==> config.mk <==
export PLATFORM = sky130hd
export DESIGN_NAME = mmu_xlate
export DESIGN_NICKNAME = d
export VERILOG_FILES = /design/src/rtl/mmu_pkg.sv /design/src/rtl/tlb_store.sv /design/src/rtl/xlate_ctrl.sv /design/src/rtl/mmu_xlate.sv
export SDC_FILE = /design/constraint.sdc
export NUM_CORES = 1
export LEC_CHECK = 0
export CORE_ASPECT_RATIO = 0.6
export CORE_MARGIN = 3
export CORE_UTILIZATION = 53
export CTS_CLUSTER_DIAMETER = 120
export DETAILED_ROUTE_END_ITERATION = 8
export PLACE_DENSITY_LB_ADDON = 0.05
export SYNTH_ARGS = -nofsm -noshare
export SYNTH_HDL_FRONTEND = slang
export SYNTH_SLANG_ARGS = --single-unit
==> constraint.sdc <==
create_clock -name clk -period 3.05 [get_ports clk]
set_input_delay 0.915 -clock clk [delete_from_list [all_inputs] [get_ports clk]]
set_output_delay 0.915 -clock clk [all_outputs]
set_load 0.1 [all_outputs]
==> src/rtl/mmu_pkg.sv <==
// Shared types for the address translator.
// Assumes: a single outstanding table walk, so two control states suffice.
package mmu_pkg;
    typedef enum logic {
        XS_IDLE,
        XS_WALK
    } xl_state_e;
endpackage

==> src/rtl/tlb_store.sv <==
// Set-associative translation cache: combinational lookup, single refill port,
// free-way-first then per-set rotating victim, whole-array flush.
// Assumes: refill is only requested for a page that just missed, so a page
// never occupies two ways of its set.
module tlb_store #(
    parameter int SETS  = 4,
    parameter int WAYS  = 4,
    parameter int TAG_W = 6,
    parameter int PPN_W = 6,
    localparam int SET_W = $clog2(SETS),
    localparam int WAY_W = $clog2(WAYS)
) (
    input  logic             clk,
    input  logic             rst_n,
    input  logic             flush,
    input  logic [SET_W-1:0] lk_set,
    input  logic [TAG_W-1:0] lk_tag,
    output logic             lk_hit,
    output logic [PPN_W-1:0] lk_ppn,
    input  logic             wr_en,
    input  logic [SET_W-1:0] wr_set,
    input  logic [TAG_W-1:0] wr_tag,
    input  logic [PPN_W-1:0] wr_ppn
);

    logic [WAYS-1:0]  vld_q [SETS];
    logic [TAG_W-1:0] tag_q [SETS][WAYS];
    logic [PPN_W-1:0] ppn_q [SETS][WAYS];
    logic [WAY_W-1:0] rr_q  [SETS];

    logic [WAYS-1:0]  hit_vec;
    logic [WAY_W-1:0] victim;
    logic             have_free;
    logic             any_valid;

    // Per-way tag compare in the addressed set.
    for (genvar w = 0; w < WAYS; w++) begin : g_cmp
        assign hit_vec[w] = vld_q[lk_set][w] && (tag_q[lk_set][w] == lk_tag);
    end

    assign lk_hit = |hit_vec;

    // Merge the frame number of the matching way.
    always_comb begin
        lk_ppn = '0;
        for (int w = 0; w < WAYS; w++) begin
            if (hit_vec[w]) lk_ppn = lk_ppn | ppn_q[lk_set][w];
        end
    end

    // Choose the refill way: lowest empty way, else the rotating pointer.
    always_comb begin
        have_free = 1'b0;
        victim    = rr_q[wr_set];
        for (int w = WAYS - 1; w >= 0; w--) begin
            if (!vld_q[wr_set][w]) begin
                have_free = 1'b1;
                victim    = WAY_W'(w);
            end
        end
    end

    // Valid bits and rotating pointers, cleared by reset or flush.
    always_ff @(posedge clk) begin
        if (!rst_n || flush) begin
            for (int s = 0; s < SETS; s++) begin
                vld_q[s] <= '0;
                rr_q[s]  <= '0;
            end
        end else if (wr_en) begin
            vld_q[wr_set][victim] <= 1'b1;
            if (!have_free) rr_q[wr_set] <= rr_q[wr_set] + 1'b1;
        end
    end

    // Tag and frame storage, written on refill only.
    always_ff @(posedge clk) begin
        if (wr_en && !flush) begin
            tag_q[wr_set][victim] <= wr_tag;
            ppn_q[wr_set][victim] <= wr_ppn;
        end
    end

    // Reduction of all valid bits for the flush check.
    always_comb begin
        any_valid = 1'b0;
        for (int s = 0; s < SETS; s++) any_valid = any_valid | (|vld_q[s]);
    end

    assert_single_match_R2: assert property (@(posedge clk) disable iff (!rst_n)
        $onehot0(hit_vec));

    assert_flush_empties_R9: assert property (@(posedge clk) disable iff (!rst_n)
        flush |=> !any_valid);

endmodule

==> src/rtl/xlate_ctrl.sv <==
// Request sequencing: serves hits from the cache in one cycle, otherwise
// reads the page-table entry, then refills or reports a fault.
// Assumes: memory holds mem_rdata valid for the cycle mem_rsp_valid is high,
// and frame-number width plus offset width equals the physical width.
module xlate_ctrl
    import mmu_pkg::*;
#(
    parameter int VA_W   = 14,
    parameter int PA_W   = 12,
    parameter int OFF_W  = 6,
    parameter int SET_W  = 2,
    parameter int TAG_W  = 6,
    parameter int PPN_W  = 6,
    parameter int PTE_W  = 16,
    parameter int PTE_SH = 1
) (
    input  logic             clk,
    input  logic             rst_n,
    input  logic             req_valid,
    output logic             req_ready,
    input  logic [VA_W-1:0]  req_va,
    input  logic [PA_W-1:0]  ptbase,
    output logic             rsp_valid,
    output logic [PA_W-1:0]  rsp_pa,
    output logic             rsp_fault,
    output logic             rsp_hit,
    output logic             mem_req_valid,
    output logic [PA_W-1:0]  mem_addr,
    input  logic             mem_rsp_valid,
    input  logic [PTE_W-1:0] mem_rdata,
    output logic [SET_W-1:0] lk_set,
    output logic [TAG_W-1:0] lk_tag,
    input  logic             lk_hit,
    input  logic [PPN_W-1:0] lk_ppn,
    output logic             wr_en,
    output logic [SET_W-1:0] wr_set,
    output logic [TAG_W-1:0] wr_tag,
    output logic [PPN_W-1:0] wr_ppn
);

    xl_state_e       state_q;
    logic [VA_W-1:0] va_q;
    logic            accept;
    logic            pte_ok;
    logic            unused_pte;

    assign req_ready  = (state_q == XS_IDLE);
    assign accept     = req_valid && req_ready;
    assign pte_ok     = mem_rdata[PTE_W-1];
    assign unused_pte = ^mem_rdata[PTE_W-2:PPN_W];

    // Lookup fields come straight from the incoming address.
    assign lk_set = req_va[OFF_W +: SET_W];
    assign lk_tag = req_va[OFF_W + SET_W +: TAG_W];

    // Refill fields come from the captured address and the fetched entry.
    assign wr_en  = (state_q == XS_WALK) && mem_rsp_valid && pte_ok;
    assign wr_set = va_q[OFF_W +: SET_W];
    assign wr_tag = va_q[OFF_W + SET_W +: TAG_W];
    assign wr_ppn = mem_rdata[PPN_W-1:0];

    // Control state, response registers and table-read request.
    always_ff @(posedge clk) begin
        if (!rst_n) begin
            state_q       <= XS_IDLE;
            va_q          <= '0;
            rsp_valid     <= 1'b0;
            rsp_pa        <= '0;
            rsp_fault     <= 1'b0;
            rsp_hit       <= 1'b0;
            mem_req_valid <= 1'b0;
            mem_addr      <= '0;
        end else begin
            rsp_valid <= 1'b0;
            rsp_fault <= 1'b0;
            rsp_hit   <= 1'b0;
            case (state_q)
                XS_IDLE: begin
                    if (accept) begin
                        va_q <= req_va;
                        if (lk_hit) begin
                            rsp_valid <= 1'b1;
                            rsp_hit   <= 1'b1;
                            rsp_pa    <= {lk_ppn, req_va[OFF_W-1:0]};
                        end else begin
                            state_q       <= XS_WALK;
                            mem_req_valid <= 1'b1;
                            mem_addr      <= ptbase + (PA_W'(req_va[VA_W-1:OFF_W]) << PTE_SH);
                        end
                    end
                end
                XS_WALK: begin
                    if (mem_rsp_valid) begin
                        state_q       <= XS_IDLE;
                        mem_req_valid <= 1'b0;
                        rsp_valid     <= 1'b1;
                        if (pte_ok) begin
                            rsp_pa <= {mem_rdata[PPN_W-1:0], va_q[OFF_W-1:0]};
                        end else begin
                            rsp_fault <= 1'b1;
                            rsp_pa    <= '0;
                        end
                    end
                end
                default: state_q <= XS_IDLE;
            endcase
        end
    end

    assert_hit_next_cycle_R2: assert property (@(posedge clk) disable iff (!rst_n)
        (accept && lk_hit) |=> (rsp_valid && rsp_hit));

    assert_offset_kept_R3: assert property (@(posedge clk) disable iff (!rst_n)
        (rsp_valid && !rsp_fault) |-> (rsp_pa[OFF_W-1:0] == va_q[OFF_W-1:0]));

    assert_walk_from_miss_R4: assert property (@(posedge clk) disable iff (!rst_n)
        $rose(mem_req_valid) |-> $past(accept && !lk_hit));

    assert_read_held_R4: assert property (@(posedge clk) disable iff (!rst_n)
        (mem_req_valid && !mem_rsp_valid) |=> (mem_req_valid && $stable(mem_addr)));

    assert_fault_zero_R6: assert property (@(posedge clk) disable iff (!rst_n)
        rsp_fault |-> (rsp_valid && !rsp_hit && rsp_pa == '0));

    assert_stall_on_walk_R8: assert property (@(posedge clk) disable iff (!rst_n)
        mem_req_valid |-> !req_ready);

endmodule

==> src/rtl/mmu_xlate.sv <==
// Top of the translator: derives field widths from the address geometry
// and joins the sequencer to the translation cache.
// Assumes: page size and entry size are powers of two.
module mmu_xlate #(
    parameter int VA_W       = 14,
    parameter int PA_W       = 12,
    parameter int PAGE_BYTES = 64,
    parameter int SETS       = 4,
    parameter int WAYS       = 4,
    parameter int PTE_BYTES  = 2,
    parameter int PTE_W      = 16
) (
    input  logic             clk,
    input  logic             rst_n,
    input  logic             flush,
    input  logic [PA_W-1:0]  ptbase,
    input  logic             req_valid,
    output logic             req_ready,
    input  logic [VA_W-1:0]  req_va,
    output logic             rsp_valid,
    output logic [PA_W-1:0]  rsp_pa,
    output logic             rsp_fault,
    output logic             rsp_hit,
    output logic             mem_req_valid,
    output logic [PA_W-1:0]  mem_addr,
    input  logic             mem_rsp_valid,
    input  logic [PTE_W-1:0] mem_rdata
);

    localparam int OFF_W  = $clog2(PAGE_BYTES);
    localparam int VPN_W  = VA_W - OFF_W;
    localparam int PPN_W  = PA_W - OFF_W;
    localparam int SET_W  = $clog2(SETS);
    localparam int TAG_W  = VPN_W - SET_W;
    localparam int PTE_SH = $clog2(PTE_BYTES);

    logic [SET_W-1:0] lk_set, wr_set;
    logic [TAG_W-1:0] lk_tag, wr_tag;
    logic [PPN_W-1:0] lk_ppn, wr_ppn;
    logic             lk_hit, wr_en;

    xlate_ctrl #(
        .VA_W(VA_W), .PA_W(PA_W), .OFF_W(OFF_W), .SET_W(SET_W),
        .TAG_W(TAG_W), .PPN_W(PPN_W), .PTE_W(PTE_W), .PTE_SH(PTE_SH)
    ) u_ctrl (
        .clk(clk), .rst_n(rst_n),
        .req_valid(req_valid), .req_ready(req_ready), .req_va(req_va),
        .ptbase(ptbase),
        .rsp_valid(rsp_valid), .rsp_pa(rsp_pa), .rsp_fault(rsp_fault), .rsp_hit(rsp_hit),
        .mem_req_valid(mem_req_valid), .mem_addr(mem_addr),
        .mem_rsp_valid(mem_rsp_valid), .mem_rdata(mem_rdata),
        .lk_set(lk_set), .lk_tag(lk_tag), .lk_hit(lk_hit), .lk_ppn(lk_ppn),
        .wr_en(wr_en), .wr_set(wr_set), .wr_tag(wr_tag), .wr_ppn(wr_ppn)
    );

    tlb_store #(
        .SETS(SETS), .WAYS(WAYS), .TAG_W(TAG_W), .PPN_W(PPN_W)
    ) u_tlb (
        .clk(clk), .rst_n(rst_n), .flush(flush),
        .lk_set(lk_set), .lk_tag(lk_tag), .lk_hit(lk_hit), .lk_ppn(lk_ppn),
        .wr_en(wr_en), .wr_set(wr_set), .wr_tag(wr_tag), .wr_ppn(wr_ppn)
    );

endmodule

# == Word level (Yosys, flattened, before mapping) ==
# Memories as Yosys holds them, arrays and structs flattened. A register that Yosys moved wholly into a read port is not among the register bits.
# Cells that the tools add are included.
# totals
register_bits,43
ram_bits,216
input_bits,47
output_inout_bits,29
elab_cells,110
mem_count,4
# memory_table
memory,depth,word_bits,read_ports,rd_ports_with_merged_regs,wr,line_no,text
u_tlb.ppn_q,4,24,1,0,1,tlb_store.sv:28,logic [PPN_W-1:0] ppn_q [SETS][WAYS];
u_tlb.tag_q,4,24,1,0,1,tlb_store.sv:27,logic [TAG_W-1:0] tag_q [SETS][WAYS];
u_tlb.vld_q,4,4,2,1,4,tlb_store.sv:26,logic [WAYS-1:0] vld_q [SETS];
u_tlb.rr_q,4,2,1,1,4,tlb_store.sv:29,logic [WAY_W-1:0] rr_q [SETS];
# op_classes
add_sub_neg,2
magnitude_cmp,4
eq_ne,8
n_mux,55
n_bitwise,7
reduce_logical,22
# ops
operator,count
$mux 12,4
$mux 6,5
$mux 1,25
$eq 6x6->1,4
$mux 24,1
$pmux 12 s2,1
$mux 2,11
$or 6x6->6,3
$add 12x9->12,1
$demux 6 s2,1
$mux 4,3
$reduce_and 3->1,4
$logic_and 1x1->1,10
$ne 2x2->1 const B,4
$reduce_or 4->1,2
$pmux 1 s2,3
$reduce_or 2->1,2
$ge 3x3->1 const B,1
$lt 2x3->1 const B,1
$lt 3x1->1 const B,1
$not 1->1,3
$not 2->3,1
$add 2x1->2 const B,1
$demux 1 s2,1
other kinds (4),5

# == Depth between registers and ports, before layout ==
# An unclocked memory read counts as a cell.
# logic_depth
depth_word,13
depth_mapped,12
ltp_nobuf,11

# == Modules after synthesis ==
# Synthesis repeated with hierarchy kept, for this count alone.
# unflattened
cells_unflattened,759
hier_area_um2,11267.1
# by_module_without_submodules
module,instances,cells_per_inst,area_each_um2,seq_area_each_um2
tlb_store,1,496,9043.7,6486.2
xlate_ctrl,1,263,2223.4,860.8

# == Worst setup path before layout ==
# OpenSTA, ideal clock, no wires.
# synth_timing
kind,input -> register
start,input port req_va[7]
end,register u_ctrl.mem_addr[11]
setup_time_ns,0.086
arrival_ns,2.921
required_time_ns,2.964
path_slack_ns,0.043
path_stages,12
n_path_buf,2
path_cell_list,buf_6 buf_2 inv_1 fa_1 nand2b_1 a21oi_1 o21a_1 o21ai_0 a21oi_1 and3_1 xnor2_1 a211oi_1
# synth_via
elab_chain_cells,6
word_cells_on_any_way,14
cone_classes,1 x add/sub; 4 x eq/ne; 1 x bitwise; 6 x reduce/logical; 2 x memory
# synth_lines
element,line_no,text
"start, declared",mmu_xlate.sv:19,"input logic [VA_W-1:0] req_va,"
$mem_v2 4x24,-,
$eq 6x6->1,tlb_store.sv:38,assign hit_vec[w] = vld_q[lk_set][w] && (tag_q[lk_set][w] == lk_tag);
$logic_and 1x1->1,tlb_store.sv:38,
$reduce_or 4->1,tlb_store.sv:41,assign lk_hit = |hit_vec;
$not 1->1 (no line),-,
$reduce_and 3->1 (no line),-,
"end signal, assigned",xlate_ctrl.sv:88,mem_addr <= ptbase + (PA_W'(req_va[VA_W-1:OFF_W]) << PTE_SH);
"end, declared",xlate_ctrl.sv:28,"output logic [PA_W-1:0] mem_addr,"
# Several ways; a longest one is shown, not always the timed one.
# A chain may end at the register's enable or synchronous reset.

==> results.ini <==
[clocking]
cts.sinks=261
clk_latency_ns=0.51
clk_pin_slew_worst_paths_ns=0.06
cts_max_path_buffers=3
htreeDepth=1
cts_tree=built
cts_root_buf=clkbuf_16
post_cts_buffers=0
ctsHoldBuffers=0
numCtsBuffers=24

[yosys]
synth_top_area_frac=0.5895
synth_edf_count=216
synthSimpleGateAreaFrac=0.08449
synth-compound-area-share=0.06777
yosysWarnings=0
postSynthCellCount=748
syn-mean-instance-area_um2=14.71
synth.area.mux_share=0.1051
syn-cell-area_um2=11000
synth-xor-area-share=0.03502
synth_top_area_cell=edfxtp_1
synth.distinct_cells=54
ys_top_cells_by_area=edfxtp_1, mux4_2, dfxtp_1, xnor2_1, nand2_1
synth.net_count=804
synth_top_family_by_area=multiplexers
synth_most_common_cell=edfxtp_1
ys.flop_type=edfxtp_1
yosys.area_share.adder=0.01092
ys_async_sr_fraction=0
synth_seq_cells=261
netlist_top_cells_count=edfxtp_1, nand2_1, nor2_1
synth-seq-area-share=0.6714

[finish]
area_growth_syn_to_layout_pct=22.98
diodes=0
nets=953
drive_above_1_share=0.2484
utilization=0.6709
instances_no_fill=1187

[setup_path]
cp.arrival_ns=3.15
required_ns=3.20
worstPathCellList=clkdlybuf4s50_1 -> and2_1 -> nand2_1 -> nor2_1 -> nand2_1 -> or3_1 -> o21ai_0
slowest_delay_ns=0.53
crit_path_end_kind=register
reg2reg_depth=6
reg2reg_slack_ns=0.35
crit_buf_inv=1
startpoint=mem_rdata[15]
critPathTopFamily=simple AND/OR/NAND/NOR gates
crit_slowest_cell=clkdlybuf4s50_1
worstSetupPathType=in2reg
r2r-end=u_tlb.vld_q[0][1]$_SDFFCE_PN0P_
worst-path-stages=7
cpMostUsedCell=nand2_1
startpoint_type=input port
crit_fanout=4
worstSetupEndpoint=u_tlb.rr_q[0][1]$_SDFFCE_PN0P_

[die]
design.core.area_um2=20170
start_util=0.5455
die_w_um=192.0
row_count=40
die_y_um=117.6
io_pins=76
dieArea_um2=22580

[sta]
rsz0062_at_grt=no
worst_slew_margin_rel=0.5408
hold_violations=0
period_share=0.9829
finalSetupViolCount=0
fin_tns_setup_ns=0
whs_ns=0.4489
maxSlewViolCount=0
worst_slew_pin_slew_ns=0.6879
finalCriticalPeriod_ns=2.998
fin_skew_ns=0.007197
finalWorstSetupSlack_ns=0.05221
fmax_ghz=0.3336

[run]
maxCapViolCount=0

[placed_design]
place_ws_ns=-0.4033
portBuffers=66
place_congestion=0.8572
post-dp-hpwl_mm=18.00
dp_cells=1144

[global_route]
grt_pass1_wl_mm=39.65
antenna_found_initial=0
grt_overflow=0
grt_usage=0.2318
grt_max_degree=34
grt_pass1_vias=6620

[routing]
wl_met2_mm=10.75
wl_met3_mm=2.071
final_antenna_net_count=0
top_layer=met4
wl_met1_mm=12.67
wl_mm=25.85
drt_iter0_drc=560
num_vias=6796
routed_via_density=5.725
drc=0
drtPass1Iterations=5
avgRoutedWirePerCell_um=21.77

[min_path]
holdCritPathClass=reg2reg
hold_depth=2

[outcome]
status=finished, final reports clean

[power_and_ir_drop]
p_per_area_nw_per_um2=569.2
vdd_drop_max_mv=0.4766
p_leak_nw=4.762

## power breakdown
group / total [mW] / switching [mW] / internal (mW)
logic: 0.768 / 0.458 / 0.310
registers: 3.96 / 0.0571 / 3.91
clock network: 2.97 / 1.22 / 1.75
total: 7.70 / 1.74 / 5.96
## registers in the layout, summed over array words and instances (netlist names), 8 cells and up, named ones only
name             flops
u_tlb.ppn_q         96
u_tlb.tag_q         96
u_tlb.vld_q         16
u_ctrl.va_q         14
u_ctrl.mem_addr     12
u_ctrl.rsp_pa       12
u_tlb.rr_q           8
## cell type report
cell class                 count  area, um2
sequential                   261       7387
fill                        1451       6638
multi-input combinational    430       3341
timing repair buffer         169       1639
clock buffer                  31      648.1
tap                          273      341.6
clock inverter                12      133.9
inverter                      11      41.29
## logic make-up after synthesis
family / Yosys count
DFF: 261
buffers and inverters: 57
muxes: 64
AOI/OAI and AO/OA: 111
adders and majority gates: 9
and+or+nand+nor: 202
xor gates and xnor gates: 44
## per-layer routing
layer / global-route usage / vias to the layer above
met5: 0 / -
met4: 0.03320 / 0
met3: 0.03988 / 28
met2: 0.3246 / 257
met1: 0.3886 / 3393
li1: - / 3118
## metrics by stage
stage	total power [mW]	area (um2)
6_report	7.702	13530
5_1_grt	7.969	13530
4_1_cts	7.762	13530
3_5_place_dp	4.799	12750
3_3_place_gp	4.782	12750
2_1_floorplan	4.490	11000
## worst min-delay path by stage
| stage | startpoint | to | slack, ns |
|---|---|---|---|
| 3_3_place_gp | u_ctrl.mem_addr[0]$_SDFFE_PN0P_ | u_ctrl.mem_addr[0]$_SDFFE_PN0P_ | 0.44 |
| 2_1_floorplan | u_ctrl.va_q[0]$_SDFFE_PN0P_ | u_ctrl.va_q[0]$_SDFFE_PN0P_ | 0.43 |
| 6_report | u_ctrl.mem_addr[0]$_SDFFE_PN0P_ | u_ctrl.mem_addr[0]$_SDFFE_PN0P_ | 0.45 |
| 5_1_grt | u_ctrl.mem_addr[8]$_SDFFE_PN0P_ | u_ctrl.mem_addr[8]$_SDFFE_PN0P_ | 0.46 |
| 4_1_cts | u_ctrl.mem_addr[0]$_SDFFE_PN0P_ | u_ctrl.mem_addr[0]$_SDFFE_PN0P_ | 0.45 |
| 3_5_place_dp | u_ctrl.mem_addr[0]$_SDFFE_PN0P_ | u_ctrl.mem_addr[0]$_SDFFE_PN0P_ | 0.44 |
## cells in the final DEF (no fill, tap or decap), types with 3 or more instances in the layout
master and n:
edfxtp_1 216, buf_4 109, nand2_1 75, nor2_1 52, dfxtp_1 45, mux4_2 41
xnor2_1 40, a21oi_1 37, clkdlybuf4s50_1 35, nand3_1 29, clkbuf_16 25, buf_12 23
o21ai_0 21, mux2i_1 21, o21ai_1 9, inv_1 9, clkinv_1 8, ha_1 8
nor2b_1 7, and3_1 7, nand2b_1 6, a221oi_1 6, a31o_1 6, or2_2 6
clkbuf_1 6, nand4_1 5, nor3_1 5, a211oi_1 4, or3_1 4, xor2_1 4
o31ai_1 3, o31ai_2 3, bufinv_16 3
## timing repair
item	CTS	global route
endpoints found under the setup margin	0	2
gates resized for setup	0	1
endpoints found under the hold margin	0	0
## tightest hold or removal path, cell delays in order (launching register included)
cell     delay [ns]
dfxtp_1        0.31
nand2_1        0.05
o21ai_1        0.05
Note: power is estimated with default switching activity, not from simulation.
